===== src/rtl/wrhs_pkg.sv =====
package wrhs_pkg;
  localparam int N_AGENT = 5;
  localparam int REG_W   = 32;

  typedef enum logic {SQ_IDLE = 1'b0, SQ_RUN = 1'b1} seq_state_e;

  // Status bit position for each agent; software decodes these.
  function automatic int flag_pos(input int agent);
    case (agent)
      0:       return 0;
      1:       return 2;
      2:       return 3;
      3:       return 8;
      default: return 16;
    endcase
  endfunction

  function automatic logic [REG_W-1:0] flag_mask();
    logic [REG_W-1:0] m;
    m = '0;
    for (int i = 0; i < N_AGENT; i++) m[flag_pos(i)] = 1'b1;
    return m;
  endfunction
endpackage


===== src/rtl/wrhs_timer.sv =====
module wrhs_timer #(
  parameter int LIMIT = 256
) (
  input  logic clk,
  input  logic rst,
  input  logic clr,
  input  logic en,
  output logic expired
);
  localparam int CW = (LIMIT > 1) ? $clog2(LIMIT) : 1;

  logic [CW-1:0] cnt_q;

  always_ff @(posedge clk) begin
    if (rst || clr) cnt_q <= '0;
    else if (en && !expired) cnt_q <= cnt_q + 1'b1;
  end

  // Last cycle of the window: request has been high LIMIT cycles at the next edge.
  assign expired = (cnt_q == CW'(LIMIT - 1));
endmodule


===== src/rtl/wrhs_sequencer.sv =====
module wrhs_sequencer
  import wrhs_pkg::*;
#(
  parameter int N           = N_AGENT,
  parameter int TIMEOUT_CYC = 256
) (
  input  logic         clk,
  input  logic         cold_rst,
  input  logic         warm_rst,
  input  logic         start,
  input  logic         dbg_kept,
  input  logic [N-1:0] hs_ack,
  output logic [N-1:0] hs_req,
  output logic [N-1:0] hs_to,
  output logic         seq_done
);
  localparam int IW = (N > 1) ? $clog2(N) : 1;

  seq_state_e    state_q;
  logic [IW-1:0] idx_q;
  logic [N-1:0]  req_q;
  logic          done_q;
  logic          ack_hit, expired, step, last_slot, tmr_clr, tmr_en, seq_rst;

  assign seq_rst   = cold_rst || warm_rst;
  assign ack_hit   = |(hs_ack & req_q);
  assign step      = (state_q == SQ_RUN) && (ack_hit || expired);
  // Final agent is optional: skipped when debug logic is reset along with the rest.
  assign last_slot = (idx_q == IW'(N - 1)) || ((idx_q == IW'(N - 2)) && !dbg_kept);
  assign tmr_clr   = (state_q == SQ_IDLE) || step;
  assign tmr_en    = (state_q == SQ_RUN);

  wrhs_timer #(.LIMIT(TIMEOUT_CYC)) u_timer (
    .clk     (clk),
    .rst     (seq_rst),
    .clr     (tmr_clr),
    .en      (tmr_en),
    .expired (expired)
  );

  always_ff @(posedge clk) begin
    if (seq_rst) begin
      state_q <= SQ_IDLE;
      idx_q   <= '0;
      req_q   <= '0;
      done_q  <= 1'b0;
    end else begin
      done_q <= 1'b0;
      case (state_q)
        SQ_IDLE: begin
          if (start) begin
            state_q <= SQ_RUN;
            idx_q   <= '0;
            req_q   <= N'(1);
          end
        end
        SQ_RUN: begin
          if (step) begin
            if (last_slot) begin
              state_q <= SQ_IDLE;
              req_q   <= '0;
              done_q  <= 1'b1;
            end else begin
              idx_q <= idx_q + 1'b1;
              req_q <= req_q << 1;
            end
          end
        end
        default: state_q <= SQ_IDLE;
      endcase
    end
  end

  assign hs_req   = req_q;
  assign hs_to    = (step && !ack_hit) ? req_q : '0;
  assign seq_done = done_q;
endmodule


===== src/rtl/wrhs_status.sv =====
module wrhs_status
  import wrhs_pkg::*;
#(
  parameter int N = N_AGENT,
  parameter int W = REG_W
) (
  input  logic         clk,
  input  logic         cold_rst,
  input  logic [N-1:0] hs_to,
  input  logic         wr_en,
  input  logic [W-1:0] wdata,
  output logic [W-1:0] set_vec,
  output logic [W-1:0] status,
  output logic [W-1:0] rdata
);
  logic [W-1:0] status_q, rdata_q, clr_vec;

  always_comb begin
    set_vec = '0;
    for (int i = 0; i < N; i++) set_vec[flag_pos(i)] = set_vec[flag_pos(i)] | hs_to[i];
  end

  assign clr_vec = wr_en ? wdata : '0;

  // Warm reset is deliberately absent: flags are sticky across it.
  always_ff @(posedge clk) begin
    if (cold_rst) begin
      status_q <= '0;
      rdata_q  <= '0;
    end else begin
      status_q <= (status_q & ~clr_vec) | set_vec;
      rdata_q  <= status_q;
    end
  end

  assign status = status_q;
  assign rdata  = rdata_q;
endmodule


===== src/rtl/wrhs_top.sv =====
module wrhs_top
  import wrhs_pkg::*;
#(
  parameter int TIMEOUT_CYC = 256
) (
  input  logic               clk,
  input  logic               cold_rst,
  input  logic               warm_rst,
  input  logic               seq_start,
  input  logic               dbg_kept,
  input  logic [N_AGENT-1:0] hs_ack,
  output logic [N_AGENT-1:0] hs_req,
  output logic               seq_done,
  input  logic               reg_wr_en,
  input  logic [REG_W-1:0]   reg_wdata,
  output logic [REG_W-1:0]   reg_rdata
);
  logic [N_AGENT-1:0] hs_to;
  logic [REG_W-1:0]   set_vec, status_q;

  wrhs_sequencer #(.N(N_AGENT), .TIMEOUT_CYC(TIMEOUT_CYC)) u_seq (
    .clk      (clk),
    .cold_rst (cold_rst),
    .warm_rst (warm_rst),
    .start    (seq_start),
    .dbg_kept (dbg_kept),
    .hs_ack   (hs_ack),
    .hs_req   (hs_req),
    .hs_to    (hs_to),
    .seq_done (seq_done)
  );

  wrhs_status #(.N(N_AGENT), .W(REG_W)) u_stat (
    .clk      (clk),
    .cold_rst (cold_rst),
    .hs_to    (hs_to),
    .wr_en    (reg_wr_en),
    .wdata    (reg_wdata),
    .set_vec  (set_vec),
    .status   (status_q),
    .rdata    (reg_rdata)
  );
endmodule


===== config.mk =====
export PLATFORM = sky130hd
export DESIGN_NAME = wrhs_top
export DESIGN_NICKNAME = d
export VERILOG_FILES = /design/src/rtl/wrhs_pkg.sv /design/src/rtl/wrhs_timer.sv /design/src/rtl/wrhs_sequencer.sv /design/src/rtl/wrhs_status.sv /design/src/rtl/wrhs_top.sv
export SDC_FILE = /design/constraint.sdc
export NUM_CORES = 1
export LEC_CHECK = 0
export CORE_UTILIZATION = 44
export CTS_BUF_LIST = sky130_fd_sc_hd__clkbuf_2 sky130_fd_sc_hd__clkbuf_4 sky130_fd_sc_hd__clkbuf_8
export CTS_CLUSTER_DIAMETER = 200
export DETAILED_ROUTE_END_ITERATION = 10
export PLACE_DENSITY = 0.75
export SYNTH_ARGS = -nofsm -noshare
export SYNTH_HDL_FRONTEND = slang
export SYNTH_SLANG_ARGS = --single-unit

===== constraint.sdc =====
create_clock -name clk -period 2.55 [get_ports clk]
set_input_delay 0.255 -clock clk [delete_from_list [all_inputs] [get_ports clk]]
set_output_delay 0.255 -clock clk [all_outputs]
set_load 0.03 [all_outputs]

# Yosys cells after proc, flatten, opt, wreduce, memory -nomap -nowiden
# Cells that the tools add are included.
# op_classes
add_sub_neg	2
shift	0
mux	15
n_bitwise	6
n_div	0
n_eq_ne	6
reduce_logical	16
n_mul	0
order_cmp	0
# ops
operator	n
$and 32x32->32	1
$mux 32	1
$not 32->32	1
$or 32x17->32	1
$mux 5	4
$pmux 5 s2	1
$mux 3	3
$add 8x1->8 const B	1
$eq 8x8->1 const B	1
$ne 2x2->1 const B	3
$pmux 3 s2	1
$and 5x5->5	1
$logic_or 1x1->1	5
$reduce_or 5->1	1
$logic_and 1x1->1	4
$mux 1	4
$add 3x1->3 const B	1
$eq 3x2->1 const B	1
$eq 3x3->1 const B	1
$logic_not 1->1	3
$reduce_and 3->1	1
$reduce_or 3->1	1
$not 1->1	2
$pmux 1 s2	1
$reduce_and 2->1	1
# totals
in_bits	43
romBits	0
regBits	82
n_memories	0
out_inout_bits	38
latch_bits	0
wordCells	52
ramBits	0

# Logic depth before layout (Yosys ltp)
# Gate-level depths: netlist of run 1.
# logic_depth
ltp_word	7
depth_mapped	6
ltp_nobuf	6

# Hierarchy
# Synthesis of run 1 repeated with hierarchy kept, for this count alone.
# hier_totals
cells_unflattened	283
area_unflattened_um2	3071.7
# modules_own_cells
module	area_per_inst_um2	seq_area_each_um2	cells_each	n_inst
wrhs_status	2129.5	1281.2	177	1
wrhs_sequencer	516.7	200.2	57	1
wrhs_timer	425.4	160.2	49	1

# Worst setup path before layout of run 1
# No wires, ideal clock.
# synth_path
kind	reg2reg
startpoint	reg u_seq.req_q[1], in the netlist u_seq.hs_req[1]
endpoint	reg u_seq.u_timer.cnt_q[5]
n_path_buf	1
period_less_slack_ns	1.600
t_required_ns	2.480
setup_ns	0.070
arrival_time_ns	1.530
stages_incl_launch_ff	6
slack_ns	0.950
cell_sequence	dfxtp_1 a22oi_1 nand4_1 or3_1 clkbuf_1 a21oi_1
# synth_via
elab_chain_cells	6
# synth_rtl
item	line_no	source
from (decl)	wrhs_sequencer.sv:21	logic [N-1:0] req_q;
from (signal assigned)	wrhs_sequencer.sv:65	req_q <= req_q << 1;
$and 5x5->5	wrhs_sequencer.sv:26	assign ack_hit = |(hs_ack & req_q);
$reduce_or 5->1	wrhs_sequencer.sv:26	
$logic_or 1x1->1	wrhs_sequencer.sv:27	assign step = (state_q == SQ_RUN) && (ack_hit || expired);
$logic_and 1x1->1	wrhs_sequencer.sv:27	
$logic_or 1x1->1	wrhs_sequencer.sv:30	assign tmr_clr = (state_q == SQ_IDLE) || step;
$logic_or 1x1->1	wrhs_timer.sv:15	if (rst || clr) cnt_q <= '0;
to (signal assigned)	wrhs_timer.sv:16	else if (en && !expired) cnt_q <= cnt_q + 1'b1;
to (decl)	wrhs_timer.sv:12	logic [CW-1:0] cnt_q;
# No other way between the ends.
# A chain may end at the register's enable or synchronous reset.

# Worst setup path after layout of run 1
# layout_path
startpoint	reg u_seq.req_q[1], in the netlist u_seq.hs_req[1]
endpoint	reg u_stat.status_q[2], in the netlist u_stat.status[2]
# layout_via
elab_chain_cells	7
word_cells_on_any_way	8
classes_between	mux: 1; bitwise: 2; reduce/logical: 5
# layout_rtl
item	line_no	source
$and 5x5->5	wrhs_sequencer.sv:26	
$reduce_or 5->1	wrhs_sequencer.sv:26	
$logic_or 1x1->1	wrhs_sequencer.sv:27	
$logic_and 1x1->1	wrhs_sequencer.sv:27	
$logic_and 1x1->1	wrhs_sequencer.sv:75	assign hs_to = (step && !ack_hit) ? req_q : '0;
$mux 5 (*)	wrhs_sequencer.sv:75	
$or 32x17->32 (*)	wrhs_status.sv:31	status_q <= (status_q & ~clr_vec) | set_vec;
to (signal assigned)	wrhs_status.sv:31	
to (decl)	wrhs_status.sv:16	logic [W-1:0] status_q, rdata_q, clr_vec;
# Every way passes the cells marked *; elsewhere a longest branch is shown, timed or not.

==> results by group, run 1 <==
Outcome
  • Status: completed

Critical path
  • Worst Setup End Kind: register
  • Worst EP arrival: 2.08 ns
  • Crit path max fanout: 6
  • Critical path startpoint category: register
  • Crit path kind: reg -> reg
  • Critical Path RT: 2.83 ns

CTS
  • CTS Sinks: 82
  • H-tree depth: 3
  • Max Buffers Root-to-Sink: 2
  • Total CTS buffers: 9
  • Hold bufs inserted after CTS: 0
  • Post-CTS setup buffer count: 0
  • Root Driver: clkbuf_8
  • PostCTS Resize Cnt: 0
  • CTS tree: done
  • Clk_lat worst skew: 0.34 ns
  • Reg clk slew, reported paths: 0.08 ns

Placement
  • Worst slack, placed: 0.459 ns
  • Hpwl dp: 3790 um
  • PortBufs: 80
  • Final RePlAce weighted congestion: 0.835

GRT
  • Initial antenna violation count: 0
  • Global-route wire length before repair: 8490 um
  • Largest net degree at the start of global routing: 36
  • Tot GR Track Use: 17.6%
  • Total gr overflow: 0
  • Vias in the first global route: 1,826

Final layout
  • Filler Cell Count: 515
  • Reg area: 1640 um^2
  • Inserted Diodes: 0
  • Layout cells sized above 1: 7.48%
  • Footprint of the multi-input gates: 977 um^2
  • Area Growth Syn to Fin: 39.4%
  • Nets: 364

Routing
  • Drt first pass iters: 4
  • DRC viols: 0
  • Wire length on met2: 2650 um
  • Via count: 1,978
  • Post-Route WL: 5470 um
  • M1 WL: 2410 um
  • Met3 wire len: 371 um
  • Max Used Layer: met4
  • Vias per Instance: 4.99
  • DR iter-0 viols: 83
  • DRT antenna net count: 0
  • Avg WL per Cell: 13.8 um

Timing
  • Clock Skews: 0.00905 ns
  • Fin. Hold Viols: 0
  • Worst-Margin Slew: 0.646 ns
  • # setup viols final: 0
  • Fmax: 554 MHz
  • Setup TNS: 0 ns
  • Final period util: 70.8%
  • Minimum clock period: 1.80 ns
  • RSZ-0062 raised after global routing: false
  • Slew Limit Fails: 0
  • Final setup margin: 0.746 ns
  • Slew margin rel.: 56.6%

Power and ir drop
  • Pwr Density: 613 nW/um^2
  • Pleak: 1.37 nW
  • Total power: 0.00229 W
  • Maximum VDD drop: 0.348 mV

Floorplan
  • Initial core utilization: 45.5%
  • Placement Rows: 28
  • DIE HEIGHT: 80.0 um
  • Die Wd: 80.0 um
  • Io pins: 81
  • Core box area: 5890 um^2
  • Area of the die: 6410 um^2

Yosys
  • Count leader, synth: dfxtp_1
  • Syn avg cell area: 11.5 um^2
  • Seq/Total Area, Yosys: 61.3%
  • Synth async-reset ratio: 0%
  • Synth top area cells: dfxtp_1, nor2b_1, a21boi_0
  • Yosys reg bits: 82
  • Synth cell count leaders: dfxtp_1, nor2b_1, a21boi_0
  • Synth cell types: 40
  • Cells after Synth: 234
  • Warnings, synthesis: 0
  • Post-Syn Area: 2680 um^2
  • Post-synth EDFFs: 0
  • Net Count, Synth: 281
  • Post-synth top area cell: dfxtp_1
  • Ys flop type: dfxtp_1
  • Yosys top cell area share: 61.3%

Flow run
  • Maxcap violations: 0

Worst hold path
  • Hold Path Class: reg -> reg
[area by class of cell]
cell class              count  area share, %
multi-input cells         138           26.2
clock inverters             6           1.81
clock buffers               9           3.32
repair buffers             82           21.8
well taps                  75           2.51
flip-flops and latches     82           44.0
inverters                   4          0.402
[power by group]
group          switching (W)  leakage [nW]  internal, W
Combinational      0.0000369         0.618    0.0000644
Clock               0.000453        0.0917     0.000450
Sequential        0.00000328         0.660      0.00128
Total               0.000493          1.37      0.00180
[metal layers]
layer / up-vias / track usage [%]
li1: 976 / -
met1: 936 / 20.7
met2: 60 / 28.5
met3: 6 / 6.17
met4: 0 / 8.57
met5: - / 0
[cells by family (layout without fill, tap and decap cells)]
group | after synthesis | after routing | synth area share (%)
muxes | 2 | 2 | 0.747
and+or+nand+nor | 79 | 79 | 17.2
adders and majority gates | 4 | 4 | 1.87
xor gates and xnor gates | 5 | 5 | 1.63
DFF | 82 | 82 | 61.3
buffers and inverters | 14 | 101 | 2.29
AOI/OAI and AO/OA | 48 | 48 | 15.0
[per-stage QoR]
step / instance area [um^2] / hold WS (ns) / cells / utilization (%)
after CTS: 3730 / 0.448 / 396 / 63.5
after global placement: 3540 / 0.447 / 381 / 60.2
after floorplan: 2680 / 0.361 / 234 / -
after global routing: 3730 / 0.458 / 396 / 63.5
final: 3730 / 0.456 / 396 / 63.5
after detailed placement: 3540 / 0.451 / 381 / 60.2
[registers in the layout (all words and copies together), names as in the netlist]
name	flops
u_seq.seq_done	1
u_stat.rdata	32
u_stat.status	32
u_seq.hs_req	5
u_seq.state_q	1
u_seq.idx_q	3
u_seq.u_timer.cnt_q	8
[layout by cell type (no fill, tap or decap), types with 3 or more instances in the layout]
cell	netlist	final
a21boi_0	27	27
a22o_1	5	5
a32o_1	4	4
clkbuf_8	0	9
clkdlybuf4s50_1	0	80
dfxtp_1	82	82
ha_1	4	4
inv_1	4	4
nand2_1	16	16
nand3_1	3	3
nand4_1	3	3
nor2_1	8	8
nor2b_1	35	35
xor2_1	4	4
[critical path, stage by stage, from the launching register on]
cell and delay, ns:
dfxtp_1 0.37, a22oi_1 0.23, nand4_1 0.28, nor4b_2 0.63, a22o_1 0.24
[path summary, 6_finish.rpt]
kind,from,to,slack (ns),depth (start not counted)
worst max-delay path,u_seq.hs_req[1],u_stat.status[2],0.75,4
worst min-delay path,u_stat.status[21],u_stat.rdata[21],0.46,1
worst max register to register,u_seq.hs_req[1],u_stat.status[2],0.75,4
worst min register to register,u_stat.status[21],u_stat.rdata[21],0.46,1
(Power assumes the default switching activity.)
==> inputs of run 2 (changes only) <==
==> constraint.sdc (replaced) <==
create_clock -name clk -period 1.9 [get_ports clk]
set_input_delay 0.19 -clock clk [delete_from_list [all_inputs] [get_ports clk]]
set_output_delay 0.19 -clock clk [all_outputs]
set_load 0.03 [all_outputs]
==> run 2 against run 1 <==
Design area increased by 0.94%. Utilization increased by 0.60 points. Combinational power increased by 39%. Clock power increased by 26%. Power increased by 31%. Cell count increased by 1.8%. Wire length increased by 0.40%. Non-clock buffer count increased by 6.
==> results by group, run 2 (synthesized netlist as in run 1, its figures left out) <==
Routing
  • DR iter-0 viols: 52
  • Drt first pass iters: 5
  • DRC viols: 0
  • DRT antenna net count: 0
  • Via count: 1,975
  • Vias per Instance: 4.90
  • Post-Route WL: 5490 um
  • Avg WL per Cell: 13.6 um

Floorplan
  • Placement Rows: 28
  • Initial core utilization: 45.5%
  • DIE HEIGHT: 80.0 um
  • Area of the die: 6410 um^2
  • Core box area: 5890 um^2
  • Io pins: 81
  • Die Wd: 80.0 um

Timing
  • Clock Skews: 0.0126 ns
  • Final setup margin: 0.196 ns
  • # setup viols final: 0
  • Fmax: 587 MHz
  • Fin. Hold Viols: 0
  • Slew margin rel.: 55.4%
  • RSZ-0062 raised after global routing: false
  • Final period util: 89.7%
  • Slew Limit Fails: 0
  • Worst-Margin Slew: 0.664 ns
  • Minimum clock period: 1.70 ns
  • Setup TNS: 0 ns

CTS
  • Total CTS buffers: 9
  • Clk_lat worst skew: 0.35 ns
  • PostCTS Resize Cnt: 0
  • Reg clk slew, reported paths: 0.09 ns
  • CTS Sinks: 82
  • CTS tree: done
  • Post-CTS setup buffer count: 0
  • Hold bufs inserted after CTS: 0
  • Max Buffers Root-to-Sink: 2
  • Root Driver: clkbuf_8
  • H-tree depth: 3

Final layout
  • Reg area: 1640 um^2
  • Most frequent cells in the layout: dfxtp_1, clkdlybuf4s50_1, nor2b_1
  • Inserted Diodes: 0
  • Layout cells sized above 1: 9.45%
  • Fin util: 64.1%
  • Footprint of the multi-input gates: 977 um^2
  • Nets: 370
  • Filler Cell Count: 486
  • Area Growth Syn to Fin: 40.7%
  • Most common cell after layout, fill and taps aside: dfxtp_1

Placement
  • PortBufs: 80
  • Final RePlAce weighted congestion: 0.822
  • Hpwl dp: 3920 um
  • Worst slack, placed: 0.174 ns

Power and ir drop
  • Total power: 0.00301 W
  • Pwr Density: 797 nW/um^2
  • Clock share of power: 38.0%
  • Reg power frac: 57.3%
  • Internal Dissipation: 0.00231 W
  • Maximum VDD drop: 0.578 mV
  • Combinational power share: 4.7%
  • Pleak: 1.40 nW
  • Sw power: 0.000694 W
  • Switching share of power: 23.1%

Critical path
  • Worst Setup End Kind: primary output
  • Critical Path RT: 1.71 ns
  • WP buf/inv: 1
  • Crit-path leading delay family: buffers and inverters
  • Slowest stage delay, CP: 0.74 ns
  • Crit path max fanout: 5
  • Worst EP arrival: 1.51 ns
  • Crit path kind: reg -> out
  • Critical path startpoint category: register
  • Critical-path top delay cell: clkdlybuf4s50_1
  • CP Cell Sequence: clkdlybuf4s50_1

GRT
  • Most crowded layer after global routing: met2
  • Grt met2 use: 29.6%
  • Total gr overflow: 0
  • Met1 GRT Util: 21.8%
  • Global-route wire length before repair: 8760 um
  • Initial antenna violation count: 0
  • Vias in the first global route: 1,877
  • Tot GR Track Use: 18.3%
  • Largest net degree at the start of global routing: 33
  • Met3 Use GR: 5.71%

Flow run
  • Maxcap violations: 0

Outcome
  • Status: completed

Worst hold path
  • Hold Path Class: in -> reg
==> run 2: cell count changes in the layout (fill, tap and decap cells not counted) <==
cell | before | now
clkbuf_4 | 0 | 1
bufinv_16 | 1 | 0
inv_6 | 1 | 2
buf_4 | 2 | 8
clkinv_4 | 1 | 2
clkinv_2 | 1 | 0
==> run 2: worst paths after layout <==
path                          start  cells after the start  slack (ns)                 to
setup / recovery    u_seq.hs_req[2]                      1        0.20          hs_req[2]
setup reg to reg     u_seq.idx_q[0]                      6        0.20     u_seq.idx_q[2]
hold reg to reg   u_stat.status[20]                      1        0.45   u_stat.rdata[20]
hold / removal        reg_wdata[12]                      2        0.40  u_stat.status[12]
==> run 2: through the flow <==
stage	instances	hold slack, ns	area, um^2
CTS	403	0.390	3770
global route	403	0.402	3770
finish	403	0.397	3770
floorplan	234	0.296	2680
global placement	387	0.447	3590
detailed placement	387	0.451	3590
==> run 2: per-layer routing <==
metal	vias up	wire length (um)	share of wire [%]
met5	-	0	0
met4	0	87	1.6
met3	12	344	6.3
met2	62	2630	48
met1	915	2430	44
li1	986	-	-
==> run 2: final cells by class <==
cell class                      instances  share of cell area, %
Clock buffer                           10                   3.48
Clock inverter                          6                   1.33
Inverter                                4                  0.398
Multi-Input combinational cell        138                   25.9
Sequential cell                        82                   43.5
Tap cell                               75                   2.49
Timing Repair Buffer                   88                   22.8
==> run 2: power by group through the flow <==
stage                     clock network [W]  logic (W)  registers (W)
final                               0.00114   0.000140        0.00172
after global routing                0.00124   0.000153        0.00172
after CTS                           0.00117   0.000142        0.00172
after detailed placement                  0   0.000141        0.00176
after global placement                    0   0.000140        0.00176
after floorplan                           0  0.0000355        0.00176
